## src/rtl/sec_rtc_pkg.sv

```systemverilog
package sec_rtc_pkg;
  localparam int MAP_ADDR_W = 5;
  localparam logic [MAP_ADDR_W-1:0] OFS_COUNT = 5'h00;
  localparam logic [MAP_ADDR_W-1:0] OFS_MATCH = 5'h04;
  localparam logic [MAP_ADDR_W-1:0] OFS_LOAD  = 5'h08;
  localparam logic [MAP_ADDR_W-1:0] OFS_CTRL  = 5'h0C;
  localparam logic [MAP_ADDR_W-1:0] OFS_STAT  = 5'h10;
  localparam logic [MAP_ADDR_W-1:0] OFS_RAW   = 5'h14;
  localparam logic [MAP_ADDR_W-1:0] OFS_ACK   = 5'h18;
  localparam logic [MAP_ADDR_W-1:0] OFS_VER   = 5'h1C;

  localparam int CTRL_W  = 4;
  localparam int CB_IE   = 0;
  localparam int CB_MASK = 1;
  localparam int CB_RUN  = 2;
  localparam int CB_WRAP = 3;

  typedef struct packed {
    logic advance;
    logic useLoad;
    logic wrapToMatch;
  } cntStrobe_t;
endpackage

```

## src/rtl/sec_rtc_dp.sv

```systemverilog
module sec_rtc_dp
  import sec_rtc_pkg::*;
#(
  parameter int DATA_W = 32
) (
  input  logic              clk,
  input  logic              rstN,
  input  cntStrobe_t        stb,
  input  logic [DATA_W-1:0] loadVal,
  input  logic [DATA_W-1:0] matchVal,
  output logic [DATA_W-1:0] countVal,
  output logic              hit
);
  localparam logic [DATA_W-1:0] CNT_MAX = '1;

  logic [DATA_W-1:0] countQ;
  logic [DATA_W-1:0] countNext;

  always_comb begin
    countNext = countQ;
    if (stb.advance) begin
      if (stb.useLoad) begin
        countNext = loadVal;
      end else if (countQ == CNT_MAX) begin
        countNext = stb.wrapToMatch ? matchVal : '0;
      end else begin
        countNext = countQ + 1'b1;
      end
    end
  end

  always_ff @(posedge clk or negedge rstN) begin
    if (!rstN) begin
      countQ <= '0;
    end else begin
      countQ <= countNext;
    end
  end

  assign countVal = countQ;
  assign hit      = stb.advance && (countNext == matchVal);
endmodule

```

## src/rtl/sec_rtc_ctrl.sv

```systemverilog
module sec_rtc_ctrl
  import sec_rtc_pkg::*;
#(
  parameter int              DATA_W  = 32,
  parameter int              ADDR_W  = 5,
  parameter logic [DATA_W-1:0] VERSION = 32'h0001_0300
) (
  input  logic              clk,
  input  logic              rstN,
  input  logic              tick,
  input  logic              wrEn,
  input  logic              rdEn,
  input  logic [ADDR_W-1:0] addr,
  input  logic [DATA_W-1:0] wrData,
  input  logic [DATA_W-1:0] countVal,
  input  logic              hit,
  output cntStrobe_t        stb,
  output logic [DATA_W-1:0] loadVal,
  output logic [DATA_W-1:0] matchVal,
  output logic [CTRL_W-1:0] ctrlBits,
  output logic              rawPend,
  output logic              loadPend,
  output logic [DATA_W-1:0] rdData,
  output logic              irq
);
  logic [DATA_W-1:0] matchQ;
  logic [DATA_W-1:0] loadQ;
  logic [CTRL_W-1:0] ctrlQ;
  logic              pendQ;
  logic              rawQ;
  logic              stepNow;
  logic              gatedEvt;
  logic              selMatch, selLoad, selCtrl, selAck;

  assign selMatch = (addr == ADDR_W'(OFS_MATCH));
  assign selLoad  = (addr == ADDR_W'(OFS_LOAD));
  assign selCtrl  = (addr == ADDR_W'(OFS_CTRL));
  assign selAck   = (addr == ADDR_W'(OFS_ACK));

  assign stepNow  = tick && ctrlQ[CB_RUN];
  assign gatedEvt = rawQ && ctrlQ[CB_IE] && !ctrlQ[CB_MASK];

  always_ff @(posedge clk or negedge rstN) begin
    if (!rstN) begin
      matchQ <= '0;
      loadQ  <= '0;
      ctrlQ  <= '0;
      pendQ  <= 1'b0;
      rawQ   <= 1'b0;
    end else begin
      if (wrEn && selMatch) matchQ <= wrData;
      if (wrEn && selCtrl)  ctrlQ  <= wrData[CTRL_W-1:0];
      if (wrEn && selLoad) begin
        loadQ <= wrData;
        pendQ <= 1'b1;
      end else if (stepNow) begin
        pendQ <= 1'b0;
      end
      if (hit) begin
        rawQ <= 1'b1;
      end else if (rdEn && selAck) begin
        rawQ <= 1'b0;
      end
    end
  end

  always_comb begin
    stb             = '0;
    stb.advance     = stepNow;
    stb.useLoad     = pendQ;
    stb.wrapToMatch = ctrlQ[CB_WRAP];
  end

  always_comb begin
    rdData = '0;
    unique case (addr)
      ADDR_W'(OFS_COUNT): rdData = countVal;
      ADDR_W'(OFS_MATCH): rdData = matchQ;
      ADDR_W'(OFS_LOAD):  rdData = loadQ;
      ADDR_W'(OFS_CTRL):  rdData = DATA_W'(ctrlQ);
      ADDR_W'(OFS_STAT):  rdData = DATA_W'(gatedEvt);
      ADDR_W'(OFS_RAW):   rdData = DATA_W'(rawQ);
      ADDR_W'(OFS_VER):   rdData = VERSION;
      default:            rdData = '0;
    endcase
  end

  assign loadVal  = loadQ;
  assign matchVal = matchQ;
  assign ctrlBits = ctrlQ;
  assign rawPend  = rawQ;
  assign loadPend = pendQ;
  assign irq      = gatedEvt;
endmodule

```

## src/rtl/sec_rtc.sv

```systemverilog
module sec_rtc
  import sec_rtc_pkg::*;
#(
  parameter int                DATA_W  = 32,
  parameter int                ADDR_W  = 5,
  parameter logic [DATA_W-1:0] VERSION = 32'h0001_0300
) (
  input  logic              clk,
  input  logic              rstN,
  input  logic              tick,
  input  logic              wrEn,
  input  logic              rdEn,
  input  logic [ADDR_W-1:0] addr,
  input  logic [DATA_W-1:0] wrData,
  output logic [DATA_W-1:0] rdData,
  output logic              irq
);
  cntStrobe_t        stb;
  logic [DATA_W-1:0] countVal;
  logic [DATA_W-1:0] loadVal;
  logic [DATA_W-1:0] matchVal;
  logic [CTRL_W-1:0] ctrlBits;
  logic              hit;
  logic              rawPend;
  logic              loadPend;

  sec_rtc_ctrl #(
    .DATA_W (DATA_W),
    .ADDR_W (ADDR_W),
    .VERSION(VERSION)
  ) u_ctrl (
    .clk     (clk),
    .rstN    (rstN),
    .tick    (tick),
    .wrEn    (wrEn),
    .rdEn    (rdEn),
    .addr    (addr),
    .wrData  (wrData),
    .countVal(countVal),
    .hit     (hit),
    .stb     (stb),
    .loadVal (loadVal),
    .matchVal(matchVal),
    .ctrlBits(ctrlBits),
    .rawPend (rawPend),
    .loadPend(loadPend),
    .rdData  (rdData),
    .irq     (irq)
  );

  sec_rtc_dp #(
    .DATA_W(DATA_W)
  ) u_dp (
    .clk     (clk),
    .rstN    (rstN),
    .stb     (stb),
    .loadVal (loadVal),
    .matchVal(matchVal),
    .countVal(countVal),
    .hit     (hit)
  );
endmodule

```

## config.mk

```make
export PLATFORM = sky130hd
export DESIGN_NAME = sec_rtc
export DESIGN_NICKNAME = d
export VERILOG_FILES = /design/src/rtl/sec_rtc_pkg.sv /design/src/rtl/sec_rtc_dp.sv /design/src/rtl/sec_rtc_ctrl.sv /design/src/rtl/sec_rtc.sv
export SDC_FILE = /design/constraint.sdc
export NUM_CORES = 1
export LEC_CHECK = 0
export ABC_AREA = 1
export ABC_CLOCK_PERIOD_IN_PS = 2850
export BUFFER_PORTS_ARGS = -buffer_cell sky130_fd_sc_hd__buf_4
export CAP_MARGIN = 5
export CORE_AREA = 5 5 138 140
export CTS_CLUSTER_DIAMETER = 50
export DETAILED_ROUTE_END_ITERATION = 10
export DIE_AREA = 0 0 143 145
export GPL_TIMING_DRIVEN = 0
export HOLD_SLACK_MARGIN = 0.02
export PLACE_DENSITY = 0.68
export SLEW_MARGIN = 0
export SYNTH_ARGS = -nofsm -noshare
export SYNTH_HDL_FRONTEND = slang
export SYNTH_SLANG_ARGS = --single-unit
```

## constraint.sdc

```tcl
create_clock -name clk -period 2.85 [get_ports clk]
set_clock_uncertainty 0.2 [all_clocks]
set_input_delay 0.285 -clock clk [delete_from_list [all_inputs] [get_ports clk]]
set_output_delay 0.285 -clock clk [all_outputs]
set_load 0.005 [all_outputs]
```

==> impl_metrics.csv, run 1 <==
group,metric,value,unit
die,ios,75,
sta,setup_ws,-0.00779,ns
logic_synthesis,synth-simple-area-share,38.0,%
route,highest_layer,"met4",
sta,rsz0062_at_grt,"true",
logic_synthesis,synth_fa_ha_area_share,0.181,%
power_and_ir_drop,p_per_area,769,nW/µm²
setup_path,cp_max_fo,10,
route,wl,26000,µm
logic_synthesis,ys_warn_count,0,
route,vias_per_cell,5.40,
logic_synthesis,ys_ff_latch,102,
setup_path,cpMostUsedCell,"nand2_1",
job,maxCapViolCount,0,
final_layout,n_fill_cell,1774,
clocking,clk_latency,0.37,ns
final_layout,design_area,8610,µm²
route,dr.first_iter.drc_count,1108,
final_layout,final_cells,1461,
clocking,cts-htree-levels,3,
sta,final_hold_viol_count,0,
die,rows,49,
die,dieArea,20700,µm²
hold_path,hold_path.class,"in -> reg",
placement,hpwl,18800,µm
logic_synthesis,synth-edff-count,0,
logic_synthesis,ys_top_cells_by_count,"nand2_1, inv_1, dfrtp_1, nand3_1, o21ai_0",
die,die_w,143,µm
logic_synthesis,synthDistinctLibCells,29,
setup_path,slowest_delay,0.48,ns
placement,port_buffers,74,
sta,setup_viol,1,
logic_synthesis,yosysTopAreaCellShare,36.9,%
logic_synthesis,synth-seq-area-share,36.9,%
setup_path,start_kind,"flip-flop",
logic_synthesis,synth_largest_area_cell,"dfrtp_1",
sta,fmax,350,MHz
global_route,track_usage,24.8,%
route,m1WireLength,10600,µm
route,num_vias,7883,
logic_synthesis,synth_nets,1146,
logic_synthesis,avgSynthCellArea,6.27,µm²
logic_synthesis,yosys.area_share.xor_xnor,0.886,%
sta,worst_pin_slew,0.870,ns
setup_path,critPathKind,"reg -> reg",
status,violations,"negative setup slack",
final_layout,area_growth,24.5,%
die,initial_utilization,39.1,%
final_layout,n_antenna_cell,0,
setup_path,cp.arrival,2.96,ns
clocking,clock-sinks,102,
die,core-area,17700,µm²
global_route,grt_max_degree,103,
setup_path,critPathSlowestCell,"dfrtp_1",
die,die_h,145,µm
global_route,grt_pass1_wl,40200,µm
clocking,cts_made_buffers,9,
sta,tns,-0.00779,ns
clocking,cts_tree,"done",
clocking,cts_buffer_depth,2,
route,drc,0,
global_route,overflow,0,
clocking,cts-root-buf,"clkbuf_16",
final_layout,finalNetCount,1270,
setup_path,crit_chain,"nand2_1 > nor2_2 > nand2_2 > nor2_4 > nand2_8 > buf_6 > nand3_1 > nand3_1 > nand2_1 > nand2_1 > nand2_1 > nand2_1 > nor2_1 > nand4_1 > nor2_4 > nand3_2 > nand2_1",
placement,numPlacedInstances,1406,
route,ant_nets,0,
power_and_ir_drop,peakVddDrop,359,µV
logic_synthesis,synth_top_family_by_area,"simple AND/OR/NAND/NOR gates",
route,drtPass1Iterations,8,
sta,finalCriticalPeriod,2.86,ns
route,wl_met2,11800,µm
global_route,grt_pass1_vias,7319,
logic_synthesis,ys_top_cells_by_area,"dfrtp_1, nand2_1, inv_1",
global_route,antenna_found_initial,0,
route,met3_wirelength,2740,µm
logic_synthesis,synth-async-reset-ratio,100,%
setup_path,cp-end-kind,"flip-flop",
placement,gp_congestion,0.990,
logic_synthesis,synth.mux.area_fraction,0,%
logic_synthesis,netlist_area,6920,µm²
sta,fin_crit_sh,100,%
route,wl_per_cell,17.8,µm
placement,dp_slack,-0.488,ns
status,status,"complete, but fails checks",
logic_synthesis,ys.flop_type,"dfrtp_1",
logic_synthesis,synth-compound-area-share,12.5,%
placement,place_area,7760,µm²
final_layout,final_util,48.6,%
setup_path,worstPathRequired,2.95,ns
power_and_ir_drop,leakagePower,0.00456,µW
logic_synthesis,synth_cells,1103,
clocking,cts.clk_slew.worst_paths,0.07,ns
sta,slew_violations,0,
final_layout,drive_above_1_share,11.9,%
sta,slew_headroom,42.0,%
logic_synthesis,yosysMostFrequentCell,"nand2_1",
[report_power, final]
part           total [µW]  switching (µW)  internal (µW)  leakage, µW
clock network        1350             624            721     0.000149
registers            2340             510           1830      0.00125
logic                2930            1960            979      0.00317
total                6620            3090           3540      0.00456
[through the flow]
step	hold WS [ns]	power [µW]
CTS	0.0202	6410
global route	0.0390	7100
detailed placement	0.287	5010
floorplan	-0.211	4160
global placement	0.273	4950
finish	0.0168	6620
[final timing paths]
kind                                          start             endpoint  slack [ns]  cells after the start
worst min register to register  u_ctrl.matchVal[24]  u_ctrl.matchVal[24]        0.30                      2
worst max-delay path              u_dp.countVal[27]       u_ctrl.rawPend      -0.008                     17
min in group asynchronous                      rstN    u_ctrl.loadVal[3]        0.17                      2
max in group asynchronous                      rstN  u_ctrl.matchVal[28]        1.62                      3
worst min-delay path                     wrData[22]   u_ctrl.loadVal[22]        0.02                      3
worst max register to register    u_dp.countVal[27]       u_ctrl.rawPend      -0.008                     17
[cells in the final DEF, fill, tap and decap left out, drive strengths merged]
master / netlist / routed
a21oi: 36 / 36
buf: 8 / 91
bufinv: 0 / 1
clkbuf: 36 / 48
clkinv: 2 / 2
clkinvlp: 0 / 2
dfrtp: 102 / 102
dlygate4sd3: 0 / 28
ha: 1 / 1
inv: 162 / 165
nand2: 446 / 446
nand3: 101 / 101
nand3b: 2 / 2
nand4: 16 / 16
nor2: 67 / 67
nor3: 4 / 4
o2111ai: 6 / 6
o211ai: 2 / 2
o21ai: 81 / 81
o221ai: 24 / 24
xor2: 7 / 7
[final cells by class]
| type | instances | area, µm² | share of cell area, % |
|---|---|---|---|
| Sequential cell | 102 | 2550 | 29.6 |
| Clock inverter | 6 | 76.3 | 0.886 |
| Tap cell | 229 | 287 | 3.33 |
| Buffer | 44 | 209 | 2.43 |
| Inverter | 164 | 618 | 7.18 |
| Clock buffer | 10 | 239 | 2.77 |
| Timing Repair Buffer | 113 | 960 | 11.1 |
| Multi-Input combinational cell | 793 | 3670 | 42.6 |
[registers in the layout, indices dropped and copies added, names as in the netlist]
signal           flops
u_ctrl.rawPend       1
u_ctrl.loadVal      32
u_ctrl.loadPend      1
u_ctrl.ctrlBits      4
u_ctrl.matchVal     32
u_dp.countVal       32
[kinds of logic (layout without fill, tap and decap cells)]
logic type	count (synthesis)	in the layout
AOI/OAI and AO/OA	149	149
xor gates and xnor gates	7	7
adders and majority gates	1	1
buffers and inverters	208	337
DFF	102	102
and+or+nand+nor	636	636
[per-layer routing]
layer / GRT usage, % / vias to the layer above
met4: 9.27 / 0
li1: - / 3744
met1: 34.8 / 3639
met5: 0 / -
met3: 3.65 / 72
met2: 38.5 / 428
[critical path, delay by kind of cell (launching register included)]
kind	cells	cell delay, ns
and+or+nand+nor	16	1.93
buffers and inverters	1	0.17
DFF	1	0.48
[timing repair]
item                                   CTS  global route
endpoints found under the hold margin   44            30
gates resized for setup                  9            35
pin swaps                                3             8
gates cloned                             0             1
hold buffers                            27             1
setup endpoints to repair               24            32
buffers inserted                         4             5
(Power assumes the default switching activity.)
==> run 2: changes to the inputs <==
- CTS_BUF_LIST: default -> sky130_fd_sc_hd__clkbuf_8
==> run 2 against run 1 <==
The run still ends with negative setup slack left; sequential share of layout area is essentially flat; die area stayed put; clock power shrank 23%; worst hold slack improved by 0.11 ns; setup slack gained 0.0011 ns; critical path depth up 1; via count up 0.55%; count of clock-buffer cells in the layout is the same; cell count increased by 0.75%; flip-flop and latch count unchanged; largest power group unchanged.
==> impl_metrics.csv, run 2 (same netlist as run 1, synthesis figures left out) <==
group,metric,value,unit
sta,fin_crit_sh,100,%
power_and_ir_drop,peakVddDrop,312,µV
clocking,cts-root-buf,"clkbuf_8",
setup_path,cp.arrival,2.99,ns
status,status,"complete, but fails checks",
global_route,antenna_found_initial,0,
clocking,cts_buffer_depth,2,
sta,slew_violations,0,
sta,finalCriticalPeriod,2.86,ns
route,dr.first_iter.drc_count,1052,
route,wl_per_cell,17.6,µm
job,maxCapViolCount,0,
final_layout,seq_area,2550,µm²
global_route,grt_max_degree,103,
placement,place_area,7760,µm²
route,drc,0,
placement,hpwl,18800,µm
clocking,clk_latency,0.40,ns
final_layout,design_area,8610,µm²
setup_path,endpoint,"u_ctrl.rawPend",
clocking,clock-sinks,102,
setup_path,cp_max_fo,5,
global_route,grt_pass1_vias,7275,
sta,worst_pin_slew,0.886,ns
die,rows,49,
global_route,grt_pass1_wl,40100,µm
final_layout,finalNetCount,1281,
setup_path,cp-startpoint,"u_dp.countVal[7]",
clocking,cts.clk_slew.worst_paths,0.12,ns
hold_path,hold_path.class,"in -> async",
setup_path,cp-end-kind,"flip-flop",
clocking,cts_tree,"done",
placement,port_buffers,74,
final_layout,area_growth,24.4,%
route,wl,26000,µm
setup_path,r2r_setup_slack,-0.007,ns
route,vias_per_cell,5.38,
setup_path,critPathSlowestCell,"dfrtp_1",
route,ant_nets,0,
setup_path,slowest_delay,0.44,ns
die,die_h,145,µm
clocking,cts_made_buffers,9,
final_layout,drive_above_1_share,12.3,%
setup_path,critPathBufInv,3,
power_and_ir_drop,leakagePower,0.00456,µW
route,num_vias,7926,
die,core-area,17700,µm²
final_layout,final_util,48.6,%
die,ios,75,
clocking,cts-htree-levels,3,
setup_path,critPathKind,"reg -> reg",
setup_path,crit_chain,"nand2_1 > nor2_2 > nand2_4 > buf_4 > nor2_1 > nand2_1 > nand2_1 > nand3_2 > nand3_1 > nand2_1 > buf_4 > nand3_1 > nand2_1 > inv_1 > nand3_2 > nor2_4 > nand3_2 > nand2_1",
setup_path,r2r_cells,18,
placement,gp_congestion,0.990,
setup_path,cp_num_cells,18,
final_layout,final_cell_mix,"nand2_1, inv_1, dfrtp_1",
setup_path,cpMostUsedCell,"nand2_1",
setup_path,crit_family,"simple AND/OR/NAND/NOR gates",
route,drtPass1Iterations,6,
status,violations,"negative setup slack",
die,initial_utilization,39.1,%
sta,rsz0062_at_grt,"true",
sta,slew_headroom,41.0,%
final_layout,n_antenna_cell,0,
setup_path,start_kind,"flip-flop",
setup_path,worstPathRequired,2.98,ns
placement,dp_slack,-0.488,ns
global_route,track_usage,24.7,%
setup_path,r2r-start,"u_dp.countVal[7]",
setup_path,timing.rr.end,"u_ctrl.rawPend",
final_layout,layout_commonest_cell,"nand2_1",
sta,setup_viol,1,
final_layout,n_fill_cell,1782,
power_and_ir_drop,totalPowerFinal,6310,µW
sta,final_hold_viol_count,0,
sta,setup_ws,-0.00672,ns
power_and_ir_drop,p_per_area,732,nW/µm²
sta,tns,-0.00672,ns
final_layout,multi_input_area,3670,µm²
die,die_w,143,µm
global_route,overflow,0,
sta,fmax,350,MHz
die,dieArea,20700,µm²
[run 2: cell count changes in the layout (fill, tap and decap cells not counted), sizes merged]
cell,change
dlygate4sd3,+7
buf,+4
inv,+1
clkinv,-1
[run 2: metal layers]
layer	GRT usage, %	up-vias	routed length, µm
met5	0	-	0
met2	38.5	442	11900
met3	4.15	69	2420
li1	-	3777	-
met1	34.8	3638	10800
met4	8.46	0	816
[run 2: final cells by class]
class	count	area share [%]
Multi-Input combinational cell	793	42.6
Sequential cell	102	29.7
Timing Repair Buffer	124	12.3
Inverter	164	7.19
Tap cell	229	3.33
Buffer	44	2.46
Clock buffer	10	1.60
Clock inverter	6	0.886
[run 2: where the power goes]
group,switching [µW],internal (µW),total [µW]
clock,594,446,1040
sequential,504,1830,2340
combinational,1950,981,2930
[run 2: metrics by stage]
step           instances  hold slack (ns)
6_report            1472            0.128
5_1_grt             1472            0.164
4_1_cts             1460           0.0343
3_5_place_dp        1406            0.287
3_3_place_gp        1406            0.273
2_1_floorplan       1103           -0.211
[run 2: worst register-to-register path, cell delays in order (launching register included)]
cell and delay (ns):
dfrtp_1 0.44, nand2_1 0.14, nor2_2 0.26, nand2_4 0.12, buf_4 0.16, nor2_1 0.21
nand2_1 0.09, nand2_1 0.08, nand3_2 0.07, nand3_1 0.10, nand2_1 0.10, buf_4 0.14
nand3_1 0.06, nand2_1 0.06, inv_1 0.07, nand3_2 0.14, nor2_4 0.16, nand3_2 0.11
nand2_1 0.07
[run 2: worst min-delay path by stage]
stage	slack, ns	start	cells after the start	to
2_1_floorplan	-0.21	rstN	0	u_ctrl.ctrlBits[0]
6_report	0.13	rstN	2	u_ctrl.loadVal[2]
5_1_grt	0.16	rstN	2	u_ctrl.loadVal[3]
4_1_cts	0.03	rstN	1	u_dp.countVal[4]
3_5_place_dp	0.29	u_ctrl.matchVal[24]	2	u_ctrl.matchVal[24]
3_3_place_gp	0.27	u_ctrl.matchVal[24]	2	u_ctrl.matchVal[24]
[run 2: what timing repair did]
| action | CTS | global route |
|---|---|---|
| resized for setup | 10 | 34 |
| pin swaps | 3 | 13 |
| hold buffers | 34 | 1 |
| gates cloned | 0 | 1 |
| endpoints found under the hold margin | 67 | 45 |
| setup endpoints to repair | 24 | 32 |
| setup buffers | 4 | 9 |
